--- src/rtl/grp_irq_pkg.sv ---
package grp_irq_pkg;
  localparam int CRIT_FW        = 2;
  localparam int MAIN_FW        = 5;
  localparam int PERI_FW        = 5;
  localparam int SRC_W          = 6;
  localparam int GRP_W          = 2;
  localparam int CRIT_BOOST_IDX = 2;
  localparam int MAIN_BOOST_IDX = 4;
  localparam int CRIT_FLAG_BIT  = 10;
  localparam int CRIT_LSB       = 8;
  localparam int MAIN_FLAG_BIT  = 21;
  localparam int MAIN_LSB       = 16;
  localparam int PERI_FLAG_BIT  = 29;
  localparam int PERI_LSB       = 24;
  localparam int ADDR_CRIT_MASK = 0;
  localparam int ADDR_MAIN_MASK = 1;
  localparam int ADDR_PERI_MASK = 2;
  localparam int ADDR_BOOST0    = 3;

  typedef enum logic [GRP_W-1:0] {
    GRP_CRIT = 2'd0,
    GRP_MAIN = 2'd1,
    GRP_PERI = 2'd2
  } grp_e;
endpackage

--- src/rtl/grp_irq_cfg.sv ---
module grp_irq_cfg
  import grp_irq_pkg::*;
#(
  parameter int N_CRIT = 4,
  parameter int N_MAIN = 17,
  parameter int N_PERI = 32,
  parameter int DW     = 32,
  parameter int AW     = 3
) (
  input  logic                clk_i,
  input  logic                rst_ni,
  input  logic                wr_en_i,
  input  logic [AW-1:0]       wr_addr_i,
  input  logic [DW-1:0]       wr_data_i,
  output logic [N_CRIT-1:0]   crit_mask_o,
  output logic [N_MAIN-1:0]   main_mask_o,
  output logic [N_PERI-1:0]   peri_mask_o,
  output logic [2*N_PERI-1:0] boost_o
);
  localparam int PER_WORD = DW / 2;

  always_ff @(posedge clk_i or negedge rst_ni) begin
    if (!rst_ni) begin
      crit_mask_o <= '1;
      main_mask_o <= '1;
      peri_mask_o <= '1;
      boost_o     <= '0;
    end else if (wr_en_i) begin
      if (wr_addr_i == AW'(ADDR_CRIT_MASK)) crit_mask_o <= wr_data_i[N_CRIT-1:0];
      if (wr_addr_i == AW'(ADDR_MAIN_MASK)) main_mask_o <= wr_data_i[N_MAIN-1:0];
      if (wr_addr_i == AW'(ADDR_PERI_MASK)) peri_mask_o <= wr_data_i[N_PERI-1:0];
      for (int p = 0; p < N_PERI; p++) begin
        if (wr_addr_i == AW'(ADDR_BOOST0 + p / PER_WORD))
          boost_o[2*p +: 2] <= wr_data_i[2*(p % PER_WORD) +: 2];
      end
    end
  end
endmodule

--- src/rtl/grp_irq_lowest.sv ---
module grp_irq_lowest #(
  parameter int W  = 8,
  parameter int IW = 3
) (
  input  logic [W-1:0]  req_i,
  output logic          found_o,
  output logic [IW-1:0] idx_o
);
  always_comb begin
    found_o = 1'b0;
    idx_o   = '0;
    for (int i = W - 1; i >= 0; i--) begin
      if (req_i[i]) begin
        found_o = 1'b1;
        idx_o   = IW'(i);
      end
    end
  end

  always_comb begin
    if (found_o) begin
      AST_FIND_HIT: assert (req_i[idx_o]);
      AST_FIND_LOWEST: assert ((req_i & ((W'(1) << idx_o) - W'(1))) == '0);
    end
  end
endmodule

--- src/rtl/grp_irq_boost_split.sv ---
module grp_irq_boost_split #(
  parameter int N = 32
) (
  input  logic [N-1:0]   pend_i,
  input  logic [2*N-1:0] boost_i,
  output logic [N-1:0]   hi_o,
  output logic [N-1:0]   med_o,
  output logic [N-1:0]   norm_o
);
  for (genvar p = 0; p < N; p++) begin : g_cls
    assign hi_o[p]   = pend_i[p] & boost_i[2*p+1];
    assign med_o[p]  = pend_i[p] & ~boost_i[2*p+1] & boost_i[2*p];
    assign norm_o[p] = pend_i[p] & ~boost_i[2*p+1] & ~boost_i[2*p];
  end
endmodule

--- src/rtl/grp_irq_encoder.sv ---
module grp_irq_encoder
  import grp_irq_pkg::*;
#(
  parameter int N_CRIT = 4,
  parameter int N_MAIN = 17,
  parameter int N_PERI = 32
) (
  input  logic              clk_i,
  input  logic              rst_ni,
  input  logic [N_CRIT-1:0] crit_req_i,
  input  logic [N_MAIN-1:0] main_req_i,
  input  logic [N_PERI-1:0] peri_req_i,
  input  logic              wr_en_i,
  input  logic [2:0]        wr_addr_i,
  input  logic [31:0]       wr_data_i,
  output logic [31:0]       status_o,
  output logic              pend_valid_o,
  output logic [1:0]        pend_group_o,
  output logic [5:0]        pend_src_o,
  output logic [7:0]        pend_id_o
);
  logic [N_CRIT-1:0]   crit_mask;
  logic [N_MAIN-1:0]   main_mask;
  logic [N_PERI-1:0]   peri_mask;
  logic [2*N_PERI-1:0] boost;

  grp_irq_cfg #(.N_CRIT(N_CRIT), .N_MAIN(N_MAIN), .N_PERI(N_PERI), .DW(32), .AW(3)) u_cfg (
    .clk_i, .rst_ni, .wr_en_i, .wr_addr_i, .wr_data_i,
    .crit_mask_o(crit_mask), .main_mask_o(main_mask),
    .peri_mask_o(peri_mask), .boost_o(boost)
  );

  // peripheral masking (bit order mirrored) and boost classes
  logic [N_PERI-1:0] peri_pend, peri_hi, peri_med, peri_norm;
  for (genvar i = 0; i < N_PERI; i++) begin : g_peri
    assign peri_pend[i] = peri_req_i[i] & ~peri_mask[N_PERI-1-i];
  end

  grp_irq_boost_split #(.N(N_PERI)) u_split (
    .pend_i(peri_pend), .boost_i(boost),
    .hi_o(peri_hi), .med_o(peri_med), .norm_o(peri_norm)
  );

  logic hi_any, med_any;
  assign hi_any  = |peri_hi;
  assign med_any = |peri_med;

  // reserved slots carry the boosted-peripheral summaries
  logic [N_CRIT-1:0] crit_vec;
  logic [N_MAIN-1:0] main_vec;
  for (genvar i = 0; i < N_CRIT; i++) begin : g_crit
    if (i == CRIT_BOOST_IDX) begin : g_rsv
      assign crit_vec[i] = hi_any;
    end else begin : g_src
      assign crit_vec[i] = crit_req_i[i] & ~crit_mask[i];
    end
  end
  for (genvar i = 0; i < N_MAIN; i++) begin : g_main
    if (i == MAIN_BOOST_IDX) begin : g_rsv
      assign main_vec[i] = med_any;
    end else begin : g_src
      assign main_vec[i] = main_req_i[i] & ~main_mask[N_MAIN-1-i];
    end
  end

  logic               crit_f, main_f, hi_f, med_f, norm_f;
  logic [CRIT_FW-1:0] crit_idx;
  logic [MAIN_FW-1:0] main_idx;
  logic [PERI_FW-1:0] hi_idx, med_idx, norm_idx;

  grp_irq_lowest #(.W(N_CRIT), .IW(CRIT_FW)) u_crit (.req_i(crit_vec),  .found_o(crit_f), .idx_o(crit_idx));
  grp_irq_lowest #(.W(N_MAIN), .IW(MAIN_FW)) u_main (.req_i(main_vec),  .found_o(main_f), .idx_o(main_idx));
  grp_irq_lowest #(.W(N_PERI), .IW(PERI_FW)) u_hi   (.req_i(peri_hi),   .found_o(hi_f),   .idx_o(hi_idx));
  grp_irq_lowest #(.W(N_PERI), .IW(PERI_FW)) u_med  (.req_i(peri_med),  .found_o(med_f),  .idx_o(med_idx));
  grp_irq_lowest #(.W(N_PERI), .IW(PERI_FW)) u_norm (.req_i(peri_norm), .found_o(norm_f), .idx_o(norm_idx));

  logic               peri_f;
  logic [PERI_FW-1:0] peri_idx;
  assign peri_f   = hi_f | med_f | norm_f;
  assign peri_idx = hi_f ? hi_idx : (med_f ? med_idx : norm_idx);

  logic [31:0]      st_d;
  logic             vld_d;
  grp_e             grp_d;
  logic [SRC_W-1:0] src_d;

  always_comb begin
    st_d = '0;
    st_d[CRIT_FLAG_BIT]           = crit_f;
    st_d[CRIT_LSB +: CRIT_FW]     = crit_idx;
    st_d[MAIN_FLAG_BIT]           = main_f;
    st_d[MAIN_LSB +: MAIN_FW]     = main_idx;
    st_d[PERI_FLAG_BIT]           = peri_f;
    st_d[PERI_LSB +: PERI_FW]     = peri_idx;

    vld_d = crit_f | main_f | peri_f;
    grp_d = GRP_CRIT;
    src_d = '0;
    if (crit_f) begin
      if (crit_idx == CRIT_FW'(CRIT_BOOST_IDX)) begin
        grp_d = GRP_PERI;
        src_d = SRC_W'(peri_idx);
      end else begin
        src_d = SRC_W'(crit_idx);
      end
    end else if (main_f) begin
      if (main_idx == MAIN_FW'(MAIN_BOOST_IDX)) begin
        grp_d = GRP_PERI;
        src_d = SRC_W'(peri_idx);
      end else begin
        grp_d = GRP_MAIN;
        src_d = SRC_W'(main_idx);
      end
    end else if (peri_f) begin
      grp_d = GRP_PERI;
      src_d = SRC_W'(peri_idx);
    end
  end

  always_ff @(posedge clk_i or negedge rst_ni) begin
    if (!rst_ni) begin
      status_o     <= '0;
      pend_valid_o <= 1'b0;
      pend_group_o <= '0;
      pend_src_o   <= '0;
    end else begin
      status_o     <= st_d;
      pend_valid_o <= vld_d;
      pend_group_o <= grp_d;
      pend_src_o   <= src_d;
    end
  end

  assign pend_id_o = {pend_group_o, pend_src_o};

  AST_CRIT_REDIR: assert property (@(posedge clk_i) disable iff (!rst_ni)
    (status_o[CRIT_FLAG_BIT] && status_o[CRIT_LSB +: CRIT_FW] == CRIT_FW'(CRIT_BOOST_IDX))
    |-> (status_o[PERI_FLAG_BIT] && pend_group_o == GRP_PERI
         && pend_src_o == SRC_W'(status_o[PERI_LSB +: PERI_FW])));
  AST_MAIN_REDIR: assert property (@(posedge clk_i) disable iff (!rst_ni)
    (!status_o[CRIT_FLAG_BIT] && status_o[MAIN_FLAG_BIT]
     && status_o[MAIN_LSB +: MAIN_FW] == MAIN_FW'(MAIN_BOOST_IDX))
    |-> (status_o[PERI_FLAG_BIT] && pend_group_o == GRP_PERI));
  AST_GROUP_ORDER: assert property (@(posedge clk_i) disable iff (!rst_ni)
    (pend_valid_o && pend_group_o != GRP_CRIT) |-> !status_o[CRIT_FLAG_BIT]
      || status_o[CRIT_LSB +: CRIT_FW] == CRIT_FW'(CRIT_BOOST_IDX));
  AST_IDLE_CLEAR: assert property (@(posedge clk_i) disable iff (!rst_ni)
    !pend_valid_o |-> (pend_id_o == '0 && !status_o[CRIT_FLAG_BIT]
      && !status_o[MAIN_FLAG_BIT] && !status_o[PERI_FLAG_BIT]));
  AST_QUIET_NEXT: assert property (@(posedge clk_i) disable iff (!rst_ni)
    (crit_req_i == '0 && main_req_i == '0 && peri_req_i == '0) |=> !pend_valid_o);
  AST_RSVD_LINES: assert property (@(posedge clk_i) disable iff (!rst_ni)
    (crit_req_i[CRIT_BOOST_IDX] && main_req_i[MAIN_BOOST_IDX] && !hi_any && !med_any
     && (crit_req_i & ~crit_mask) == (N_CRIT'(1) << CRIT_BOOST_IDX)
     && (main_vec == '0) && peri_pend == '0)
    |=> !pend_valid_o);
endmodule

--- config.mk ---
export PLATFORM = sky130hd
export DESIGN_NAME = grp_irq_encoder
export DESIGN_NICKNAME = d
export VERILOG_FILES = /design/src/rtl/grp_irq_pkg.sv /design/src/rtl/grp_irq_cfg.sv /design/src/rtl/grp_irq_lowest.sv /design/src/rtl/grp_irq_boost_split.sv /design/src/rtl/grp_irq_encoder.sv
export SDC_FILE = /design/constraint.sdc
export NUM_CORES = 1
export LEC_CHECK = 0
export ABC_AREA = 1
export CORE_MARGIN = 2
export CORE_UTILIZATION = 55
export CTS_CLUSTER_SIZE = 8
export DETAILED_ROUTE_END_ITERATION = 10
export DONT_BUFFER_PORTS = 1
export MAX_ROUTING_LAYER = met4
export PLACE_DENSITY = 0.7
export SYNTH_ARGS = -nofsm -noshare
export SYNTH_HDL_FRONTEND = slang
export SYNTH_SLANG_ARGS = --single-unit
--- constraint.sdc ---
create_clock -name clk_i -period 5 [get_ports clk_i]
set_input_delay 0.5 -clock clk_i [delete_from_list [all_inputs] [get_ports clk_i]]
set_output_delay 0.5 -clock clk_i [all_outputs]
set_load 0.01 [all_outputs]
==> Implementation_results.wiki <==
{| class="wikitable"
! Metric !! Value
|-
| Status || finished, final reports clean
|-
| TritonCTS clock tree || built
|-
| Number of max-slew violations in the final report || 0
|-
| Largest cells by area after synthesis || sky130_fd_sc_hd__dfrtp_1, sky130_fd_sc_hd__dfstp_2, sky130_fd_sc_hd__nand2_1, sky130_fd_sc_hd__o21ai_0, sky130_fd_sc_hd__inv_1
|-
| Cell with the most instances after synthesis || sky130_fd_sc_hd__nand2_1
|-
| Unique cell type count in the Yosys netlist || 31
|-
| Unrepaired setup endpoints after global routing || no
|-
| Post-route ant nets || 0
|-
| Number of hold-slack violations in the final timing report || 0
|-
| Reported max-cap violation count || 0
|-
| Fraction of the cycle the final worst path needs || 59.08%
|-
| Count of pins on the block boundary || 140
|-
| H-tree depth || 4
|-
| Number of enable-type register cells in the synthesized netlist || 0
|-
| Ant diodes || 0
|-
| Number of design rule violations left after detail routing || 0
|-
| Total routing resource utilization after global routing || 29.79%
|-
| Tightest slew margin relative to the limit || 32.08%
|-
| Post-synthesis to final-layout area growth || 8.786%
|-
| Clock transition at the register clock pins on the worst setup and hold paths after CTS || 0.06 ns
|-
| Clk_lat worst skew || 0.43 ns
|-
| Dpl hpwl || 15090 um
|-
| Accumulated negative setup slack || 0 ns
|-
| Asr flop ratio synth || 100.0%
|-
| Warnings, synthesis || 0
|-
| Post-route clock skew || 0.01022 ns
|-
| Via count of the first global-routing pass || 6108
|-
| Die area || 14810 sq um
|-
| CTS Buffer Depth || 2
|-
| Cell at the root of the clock tree || sky130_fd_sc_hd__clkbuf_16
|-
| Transition time at the pin with the least slew margin || 1.016 ns
|-
| CTS Buf Count || 17
|-
| Syn Inst Count || 1025
|-
| Hold Crit Class || in -> async
|-
| Number of clock sinks || 138
|-
| First-pass detailed-route iteration total || 5
|-
| Final-layout fill cell count || 1270
|-
| Category of the critical setup timing path || reg -> reg
|-
| Total area of multi-input combinational cells || 3272 sq um
|-
| Post-CTS Repair Setup Buffers || 0
|-
| Detailed Route WL || 20340 um
|-
| Cell row count || 43
|-
| Setup violations, final || 0
|-
| Power density over the cells || 457.4 nW/um^2
|-
| Most common cell type on the critical path || sky130_fd_sc_hd__nand2_1
|-
| Data arrival time of the critical path || 3.27 ns
|-
| Peak supply drop || 286.3 uV
|-
| Remaining global-route overflow || 0
|-
| Total Nets Final || 1110
|-
| Iter 0 DRT Violations || 610
|-
| Avg Synthesized Cell Area || 7.433 sq um
|-
| Vertical die dimension || 121.7 um
|-
| Largest stage delay on the critical path || 0.53 ns
|-
| Drt via density || 5.411
|-
| Overall via count from detail_route || 6558
|-
| Library cell occupying the most area in the post-synthesis netlist || sky130_fd_sc_hd__dfrtp_1
|-
| Average detailed-routed wire length per instance || 16.78 um
|-
| Clock period minus final worst setup slack || 2.954 ns
|-
| Fraction of layout cells with a size suffix above 1 || 15.60%
|-
| Antenna violations before repair || 0
|-
| Worst Path Required || 5.32 ns
|-
| Initial core utilization || 55.53%
|-
| Placeable Area || 13720 sq um
|-
| Port Buf Inserts || 0
|-
| Register bit count reported by yosys || 138
|-
| Width of the die || 121.7 um
|-
| Worst setup SP type || flip-flop
|-
| Buffers and inverters on the worst path || 1
|-
| Most used standard cells in the synthesized netlist || sky130_fd_sc_hd__nand2_1, sky130_fd_sc_hd__inv_1, sky130_fd_sc_hd__o21ai_0
|-
| Max Fclk || 0.3385 GHz
|-
| Gpl congestion || 0.9497
|-
| Largest net degree at the start of global routing || 139
|-
| Wire length of the first global-routing pass || 32050 um
|-
| Largest delay share family, worst path || simple AND/OR/NAND/NOR gates
|-
| Sequential element share of the synthesized area || 46.17%
|-
| Main flop type after synthesis || sky130_fd_sc_hd__dfrtp_1
|-
| Synth top area share || 28.58%
|-
| Flip-flop and latch area || 3517 sq um
|-
| Largest fanout of any net on the critical path || 3
|-
| Category of the worst setup path capture point || flip-flop
|-
| Crit-path slowest cell || sky130_fd_sc_hd__dfstp_2
|-
| Leakage || 4.423 nW
|-
| Cell area after technology mapping || 7619 sq um
|-
| Final core utilization || 60.41%
|}
## state kept, by name (all words and copies together), names as in the netlist
name	cells
pend_group_o	2
pend_src_o	5
pend_valid_o	1
status_o	15
u_cfg.boost_o	64
u_cfg.crit_mask_o	3
u_cfg.main_mask_o	16
u_cfg.peri_mask_o	32
## stage by stage
stage	power, mW	std cells	hold slack, ns	worst slack, ns	instance area (sq um)
6_report	3.791	1212	0.02932	2.046	8288
5_1_grt	4.026	1212	0.1109	1.792	8288
4_1_cts	3.792	1212	0.08659	2.121	8288
3_5_place_dp	2.522	1179	0.2105	2.143	7675
3_3_place_gp	2.498	1179	0.2102	2.129	7675
2_1_floorplan	2.281	1043	0.2044	2.677	7686
## kinds of logic (layout without fill, tap and decap cells)
kind of cell / after synthesis / in the layout / share of synthesized area (%)
other cells: 1 / 19 / 0.04922
compound gates: 165 / 165 / 11.69
flops: 138 / 138 / 46.17
simple gates: 504 / 504 / 30.12
buf+inv: 217 / 206 / 11.97
## cells in the final DEF, fill, tap and decap left out, types with 2 or more instances in the layout
cell and n:
sky130_fd_sc_hd__nand2_1 311, sky130_fd_sc_hd__inv_1 128, sky130_fd_sc_hd__o21ai_0 120, sky130_fd_sc_hd__dfrtp_1 87
sky130_fd_sc_hd__nor2_1 75, sky130_fd_sc_hd__dfstp_2 51, sky130_fd_sc_hd__inv_2 42, sky130_fd_sc_hd__nand4_1 39
sky130_fd_sc_hd__nand3_1 38, sky130_fd_sc_hd__nand4_2 24, sky130_fd_sc_hd__conb_1 19, sky130_fd_sc_hd__clkbuf_16 17
sky130_fd_sc_hd__a31oi_1 13, sky130_fd_sc_hd__a21oi_1 8, sky130_fd_sc_hd__o21ai_1 7, sky130_fd_sc_hd__nor3_1 5
sky130_fd_sc_hd__o31ai_1 5, sky130_fd_sc_hd__o21bai_1 5, sky130_fd_sc_hd__nand3_2 4, sky130_fd_sc_hd__clkinvlp_4 4
sky130_fd_sc_hd__inv_6 4, sky130_fd_sc_hd__nor4_1 3, sky130_fd_sc_hd__clkinv_4 3, sky130_fd_sc_hd__buf_4 3
sky130_fd_sc_hd__nand2_2 2, sky130_fd_sc_hd__o221ai_1 2, sky130_fd_sc_hd__clkbuf_8 2
## power breakdown
part	switching [mW]	internal, mW	total (mW)
sequential	0.195	1.39	1.58
combinational	0.650	0.313	0.963
clock	0.523	0.721	1.24
## path summary, 6_finish.rpt
path                       cells after the start                               from                           endpoint  slack [ns]
max                                           35   u_cfg.peri_mask_o[2]$_DFFE_PN1P_            pend_src_o[0]$_DFF_PN0_        2.05
min                                            1                             rst_ni      u_cfg.boost_o[51]$_DFFE_PN0P_        0.03
max reg2reg                                   35   u_cfg.peri_mask_o[2]$_DFFE_PN1P_            pend_src_o[0]$_DFF_PN0_        2.05
min reg2reg                                    2  u_cfg.peri_mask_o[12]$_DFFE_PN1P_  u_cfg.peri_mask_o[12]$_DFFE_PN1P_        0.49
max in group asynchronous                      1                             rst_ni      u_cfg.boost_o[24]$_DFFE_PN0P_        4.39
min in group clk_i                             2                      wr_data_i[12]  u_cfg.peri_mask_o[12]$_DFFE_PN1P_        0.23
## final cells by class
| cell class | count | share of cell area [%] |
|---|---|---|
| inverters | 170 | 7.699 |
| well taps | 180 | 2.717 |
| repair buffers | 4 | 0.6039 |
| multi-input cells | 688 | 39.48 |
| flip-flops and latches | 138 | 42.44 |
| clock inverters | 13 | 1.600 |
| clock buffers | 19 | 5.465 |
## what timing repair did
| action | in CTS | in global routing |
|---|---|---|
| gates resized for setup | 0 | 0 |
| endpoints found under the hold margin | 138 | 0 |
| hold buffers | 1 | 0 |
## layer usage
metal | routed length, um | vias to the layer above | global-route usage (%)
met5 | 0 | - | -
met2 | 9350 | 265 | 44.87
met1 | 8897 | 3023 | 40.02
met4 | 482 | 0 | 10.06
li1 | - | 3237 | -
met3 | 1608 | 33 | 6.788
Note: power is estimated with default switching activity, not from simulation.
